$ cat src/rtl/rx_filter_pkg.sv
package rx_filter_pkg;

  typedef struct packed {
    logic clear;    // first byte of a frame
    logic capture;  // byte belongs to a frame
    logic finish;   // last byte of a frame
  } filtStrobe_t;

  localparam int EN_BCAST = 0;
  localparam int EN_MCAST = 1;
  localparam int EN_UCAST = 3;
  localparam int EN_RUNT  = 4;
  localparam int EN_CRC   = 5;

  localparam int DEST_BYTES = 6;
  localparam int RUNT_BYTES = 64;

endpackage

$ cat src/rtl/rx_filter_ctrl.sv
module rx_filter_ctrl
  import rx_filter_pkg::*;
(
  input  logic        clk,
  input  logic        rstN,
  input  logic        rxValid,
  input  logic        rxSof,
  input  logic        rxEof,
  output filtStrobe_t strobe
);

  logic inFrame;

  always_comb begin
    strobe.clear   = rxValid & rxSof;
    strobe.capture = rxValid & (rxSof | inFrame);
    strobe.finish  = rxValid & (rxSof | inFrame) & rxEof;
  end

  always_ff @(posedge clk) begin
    if (!rstN) begin
      inFrame <= 1'b0;
    end else if (strobe.finish) begin
      inFrame <= 1'b0;
    end else if (strobe.clear) begin
      inFrame <= 1'b1;
    end
  end

endmodule

$ cat src/rtl/rx_filter_dp.sv
module rx_filter_dp
  import rx_filter_pkg::*;
#(
  parameter int CNT_W   = 16,
  parameter int MAX_LEN = 1536
) (
  input  logic        clk,
  input  logic        rstN,
  input  filtStrobe_t strobe,
  input  logic [7:0]  rxData,
  input  logic        crcGood,
  input  logic [7:0]  filterEn,
  input  logic [15:0] staAddrHi,
  input  logic [15:0] staAddrMid,
  input  logic [15:0] staAddrLo,
  output logic        decValid,
  output logic        accept,
  output logic        lenErr
);

  localparam logic [CNT_W-1:0] DEST_L = CNT_W'(DEST_BYTES);
  localparam logic [CNT_W-1:0] RUNT_L = CNT_W'(RUNT_BYTES);
  localparam logic [CNT_W-1:0] MAX_L  = CNT_W'(MAX_LEN);
  localparam logic [CNT_W-1:0] SAT_L  = '1;

  // Station address as wire-order bytes: byte 0 is the first on the wire.
  logic [47:0] staFlat;
  logic [7:0]  staArr [DEST_BYTES];
  assign staFlat = {staAddrLo, staAddrMid, staAddrHi};

  genvar g;
  generate
    for (g = 0; g < DEST_BYTES; g++) begin : g_sta
      assign staArr[g] = staFlat[8*g +: 8];
    end
  endgenerate

  // Frame state
  logic [CNT_W-1:0] byteCnt;
  logic             allOnes;
  logic             selfHit;
  logic             groupBit;

  // Per-beat next values
  logic [CNT_W-1:0] idx;
  logic [CNT_W-1:0] lenNow;
  logic [7:0]       staByte;
  logic             inDest;
  logic             onesNow;
  logic             hitNow;
  logic             groupNow;

  always_comb begin
    idx     = strobe.clear ? '0 : byteCnt;
    lenNow  = (idx == SAT_L) ? SAT_L : idx + CNT_W'(1);
    inDest  = idx < DEST_L;
    staByte = 8'h00;
    for (int k = 0; k < DEST_BYTES; k++) begin
      if (idx == CNT_W'(k)) staByte = staArr[k];
    end
    onesNow  = (strobe.clear | allOnes) & (!inDest | (rxData == 8'hFF));
    hitNow   = (strobe.clear | selfHit) & (!inDest | (rxData == staByte));
    groupNow = strobe.clear ? rxData[0] : groupBit;
  end

  // Verdict for the closing beat
  logic destDone;
  logic isBcast;
  logic isMcast;
  logic isSelf;
  logic classOk;
  logic isRunt;
  logic tooLong;
  logic rejectAny;
  logic verdict;
  logic unusedEnBits;

  assign unusedEnBits = ^{filterEn[7:6], filterEn[2]};

  always_comb begin
    destDone  = lenNow >= DEST_L;
    isBcast   = destDone & onesNow;
    isMcast   = destDone & groupNow & !onesNow;
    isSelf    = destDone & hitNow;
    classOk   = (filterEn[EN_BCAST] & isBcast) |
                (filterEn[EN_MCAST] & isMcast) |
                (filterEn[EN_UCAST] & isSelf);
    isRunt    = lenNow < RUNT_L;
    tooLong   = lenNow > MAX_L;
    rejectAny = (filterEn[EN_RUNT] & isRunt) |
                (filterEn[EN_CRC] & !crcGood) |
                tooLong;
    verdict   = classOk & !rejectAny;
  end

  always_ff @(posedge clk) begin
    if (!rstN) begin
      byteCnt  <= '0;
      allOnes  <= 1'b0;
      selfHit  <= 1'b0;
      groupBit <= 1'b0;
    end else if (strobe.capture) begin
      byteCnt  <= lenNow;
      allOnes  <= onesNow;
      selfHit  <= hitNow;
      groupBit <= groupNow;
    end
  end

  always_ff @(posedge clk) begin
    if (!rstN) begin
      decValid <= 1'b0;
      accept   <= 1'b0;
      lenErr   <= 1'b0;
    end else begin
      decValid <= strobe.finish;
      accept   <= strobe.finish & verdict;
      lenErr   <= strobe.finish & tooLong;
    end
  end

  // Assertions
  p_accept_with_valid_r9: assert property (@(posedge clk) disable iff (!rstN)
    accept |-> decValid);

  p_lenerr_discards_r8: assert property (@(posedge clk) disable iff (!rstN)
    lenErr |-> (decValid && !accept));

  p_crc_gate_r7: assert property (@(posedge clk) disable iff (!rstN)
    (decValid && $past(filterEn[EN_CRC]) && !$past(crcGood)) |-> !accept);

  p_runt_gate_r6: assert property (@(posedge clk) disable iff (!rstN)
    (decValid && accept && $past(filterEn[EN_RUNT])) |-> ($past(lenNow) >= RUNT_L));

  p_no_class_r5: assert property (@(posedge clk) disable iff (!rstN)
    (decValid && (($past(filterEn) & 8'h0B) == 8'h00)) |-> !accept);

endmodule

$ cat src/rtl/rx_accept_filter.sv
module rx_accept_filter
  import rx_filter_pkg::*;
#(
  parameter int CNT_W   = 16,
  parameter int MAX_LEN = 1536
) (
  input  logic        clk,
  input  logic        rstN,
  input  logic        rxValid,
  input  logic [7:0]  rxData,
  input  logic        rxSof,
  input  logic        rxEof,
  input  logic        crcGood,
  input  logic [7:0]  filterEn,
  input  logic [15:0] staAddrHi,
  input  logic [15:0] staAddrMid,
  input  logic [15:0] staAddrLo,
  output logic        decValid,
  output logic        accept,
  output logic        lenErr
);

  filtStrobe_t strobe;

  rx_filter_ctrl u_ctrl (
    .clk     (clk),
    .rstN    (rstN),
    .rxValid (rxValid),
    .rxSof   (rxSof),
    .rxEof   (rxEof),
    .strobe  (strobe)
  );

  rx_filter_dp #(
    .CNT_W   (CNT_W),
    .MAX_LEN (MAX_LEN)
  ) u_dp (
    .clk        (clk),
    .rstN       (rstN),
    .strobe     (strobe),
    .rxData     (rxData),
    .crcGood    (crcGood),
    .filterEn   (filterEn),
    .staAddrHi  (staAddrHi),
    .staAddrMid (staAddrMid),
    .staAddrLo  (staAddrLo),
    .decValid   (decValid),
    .accept     (accept),
    .lenErr     (lenErr)
  );

endmodule

$ cat config.mk
export PLATFORM = sky130hd
export DESIGN_NAME = rx_accept_filter
export DESIGN_NICKNAME = d
export VERILOG_FILES = /design/src/rtl/rx_filter_pkg.sv /design/src/rtl/rx_filter_ctrl.sv /design/src/rtl/rx_filter_dp.sv /design/src/rtl/rx_accept_filter.sv
export SDC_FILE = /design/constraint.sdc
export NUM_CORES = 1
export LEC_CHECK = 0
export ABC_AREA = 1
export ABC_CLOCK_PERIOD_IN_PS = 2350
export BUFFER_PORTS_ARGS = -buffer_cell sky130_fd_sc_hd__buf_2
export CAP_MARGIN = 20
export CORE_ASPECT_RATIO = 0.7
export CORE_MARGIN = 2
export CORE_UTILIZATION = 45
export DETAILED_ROUTE_END_ITERATION = 7
export PLACE_DENSITY_LB_ADDON = 0.15
export SYNTH_ARGS = -nofsm -noshare
export SYNTH_HDL_FRONTEND = slang
export SYNTH_SLANG_ARGS = --single-unit
$ cat constraint.sdc
create_clock -name clk -period 2.35 [get_ports clk]
set_input_delay 0.1175 -clock clk [delete_from_list [all_inputs] [get_ports clk]]
set_output_delay 0.1175 -clock clk [all_outputs]
set_load 0.05 [all_outputs]
==> metrics <==
outcome finished clean; IO Pins 73; Peak VDD IR 0.325 mV; Slew headroom 0.596; synthesized cell area 2280 sq um; Final setup violation count 0; routability cong. 0.872; most common cell in the netlist nand2_1; ant diodes 0; port bufs a little under 70; wire per inst 12.4 um; fin. max-slew vios 0; Worst Setup End Kind flip-flop; Hold Worst Slack about 0.046 ns; GR Util All Layers 0.237; root buffer cell clkbuf_8; Die Ht 63.5 um; total number of vias 2795; largest net degree at the start of global routing 21; CP Class flip-flop to flip-flop; Tcrit/Tclk final 0.919; placed instance area 2800 sq um; reg2reg end u_dp.accept; Mapped Cells 393; std cell rows 21; Starting DRT DRC Count 248; GRT Residual Overflow 0; via/cell ratio 5.11; nature of the critical path startpoint flip-flop; H-Tree Depth 1; Worst Reg-to-Reg Cells 11; Initial DRT Pass Iterations 5; chip width 89.0 um; Worst EP required 2.56 ns; Final nets between 500 and 600; Synth Area per Inst 5.80 sq um; Post-Syn Nets 463; Core Area 4830 sq um; die area 5660 sq um; crit path max fanout 5; ys flop type dfxtp_1; antenna violations before repair 0; worst reg2reg path startpoint u_dp.byteCnt[0]; global-route wire length before repair 10500 um; leakage power 1.58 nW; Hold Path Depth 2; fin cells 547; Residual DRC 0; Yosys top cell by area dfxtp_1; Final HPWL DP roughly 5400 um; CTS clock-pin slew for the worst setup and hold paths 0.09 ns; cell area after layout approximately 2900 sq um; share of the synthesized area in the top cell type 0.202; PwrDens 409 nW/um^2; FFs w/ async S/R, synth 0; worst hold start rxEof; Initial Utilization 0.471; placed cells 541; antenna-violating nets left 0; CTS Hold Bufs 0; distinct cell type count after synthesis 40; TritonCTS clock tree built; Clock Path Buffers 2; top cells by area, synth dfxtp_1 20%, nand2_1 14%, nand3_1 12%; final hold vios 0; vias in the first global route roughly 2300; Post-synth EDFFs 0; layout cells sized above 1 0.308; Post-Route WL 6800 um; area delta synth->final 29.4%; Synth Warn # 0; clock net sink count 23; Fillers 499; MaxCap Viol Count 0; Synth Register Bits 23; register area share after synthesis 0.202; TritonCTS Buffers 3; Commonest cells post-synth 86 x nand2_1, 55 x nand3_1, 52 x nor2_1; Final min period about 2.2 ns; Fmax achieved 463 MHz; Layout Skew ~0.0066 ns; slew of the pin with the lowest slew margin just over 0.6 ns; R2R setup slack 0.19 ns; worst hold path class primary input to flip-flop; clk_lat worst skew 0.27 ns; hold endpoint u_ctrl.inFrame; Worst EP arrival 2.37 ns
-- per-stage QoR --
stage                      util  TNS [ns]  power (mW)  setup WS (ns)
final                     0.610         0        1.20          0.191
after global routing      0.610  -0.00134        1.28       -0.00134
after detailed placement  0.580         0       0.900         0.0183
after global placement    0.580         0       0.891         0.0629
after CTS                 0.589         0        1.16         0.0439
after floorplan               -         0       0.739          0.458
-- cell usage in the layout (no fill, tap or decap), types with 3 or more instances in the layout --
| cell type | Yosys | final |
|---|---|---|
| o21ai_1 | 8 | 7 |
| nand2_1 | 86 | 82 |
| nand2_4 | 2 | 4 |
| a31oi_1 | 3 | 3 |
| nor3_1 | 4 | 4 |
| buf_2 | 2 | 69 |
| o221ai_1 | 4 | 4 |
| nor2_1 | 52 | 51 |
| o21ai_0 | 20 | 18 |
| inv_2 | 9 | 9 |
| dfxtp_1 | 23 | 19 |
| nor2_4 | 3 | 5 |
| o21ai_2 | 3 | 6 |
| nand4_1 | 5 | 5 |
| nor2_2 | 7 | 6 |
| a211oi_1 | 3 | 3 |
| a21oi_1 | 6 | 6 |
| clkbuf_8 | 0 | 3 |
| nand2_2 | 8 | 10 |
| dfxtp_2 | 0 | 4 |
| or2_0 | 3 | 3 |
| nand3_1 | 55 | 54 |
| buf_4 | 0 | 18 |
| o211ai_1 | 4 | 4 |
| inv_1 | 50 | 50 |
| or2_1 | 9 | 9 |
-- report_power, final --
| group | leakage, nW | internal (mW) | switching, mW |
|---|---|---|---|
| logic | 1.36 | 0.201 | 0.305 |
| registers | 0.191 | 0.417 | 0.0241 |
| clock network | 0.0255 | 0.119 | 0.139 |
| total | 1.58 | 0.737 | 0.467 |
-- final cells by class --
type | count | area [sq um] | share of cell area
Clock buffer | 3 | 41.3 | 0.0140
Clock inverter | 1 | 5.00 | 0.00170
Inverter | 59 | 221 | 0.0751
Multi-Input combinational cell | 302 | 1600 | 0.542
Sequential cell | 23 | 465 | 0.158
Tap cell | 69 | 86.3 | 0.0293
Timing Repair Buffer | 90 | 532 | 0.180
-- logic make-up (layout without fill, tap and decap cells) --
group	Yosys count	after routing	share of synthesized area
and+or+nand+nor	243	243	0.512
buffers and inverters	68	153	0.125
AOI/OAI and AO/OA	58	58	0.158
DFF	23	23	0.202
xor gates and xnor gates	1	1	0.00384
-- critical path, cell delays in order (launching register included) --
cell     delay, ns
dfxtp_2       0.39
nand2_2       0.12
nor2_4        0.16
nand3_2       0.13
nor2_1        0.20
nand4_1       0.22
xnor2_1       0.20
nor2_1        0.21
nand3_1       0.11
nor2_1        0.13
nand3_1       0.11
a21oi_2       0.10
-- sequential cells by signal, indices dropped and copies added, names as in the netlist --
signal and flops:
u_dp.byteCnt 16, u_dp.allOnes 1, u_dp.selfHit 1, u_dp.decValid 1
u_dp.groupBit 1, u_dp.accept 1, u_dp.lenErr 1, u_ctrl.inFrame 1
-- worst max path at each step --
stage | from | end | slack (ns) | cells past startpoint
6_report | u_dp.byteCnt[0] | u_dp.accept | 0.19 | 11
5_1_grt | u_dp.byteCnt[5] | u_dp.accept | -0.001 | 17
4_1_cts | u_dp.byteCnt[10] | u_dp.accept | 0.04 | 17
3_5_place_dp | rxSof | u_dp.accept | 0.02 | 19
3_3_place_gp | rxValid | u_dp.accept | 0.06 | 18
2_1_floorplan | u_dp.byteCnt[9] | u_dp.accept | 0.46 | 16
-- timing repair --
action,in CTS,in global routing
buffers inserted,0,2
endpoints found under the setup margin,0,2
resized for setup,0,22
-- metal layers --
metal  routed length [um]  track usage  up-vias  share of wire
met1                 3450        0.391     1230           0.51
met5                    0            0        -              0
li1                     -            -     1450              -
met3                  613       0.0393        6          0.090
met2                 2720        0.325      109           0.40
met4                   27       0.0280        0         0.0040
Note: power is estimated with default switching activity, not from simulation.
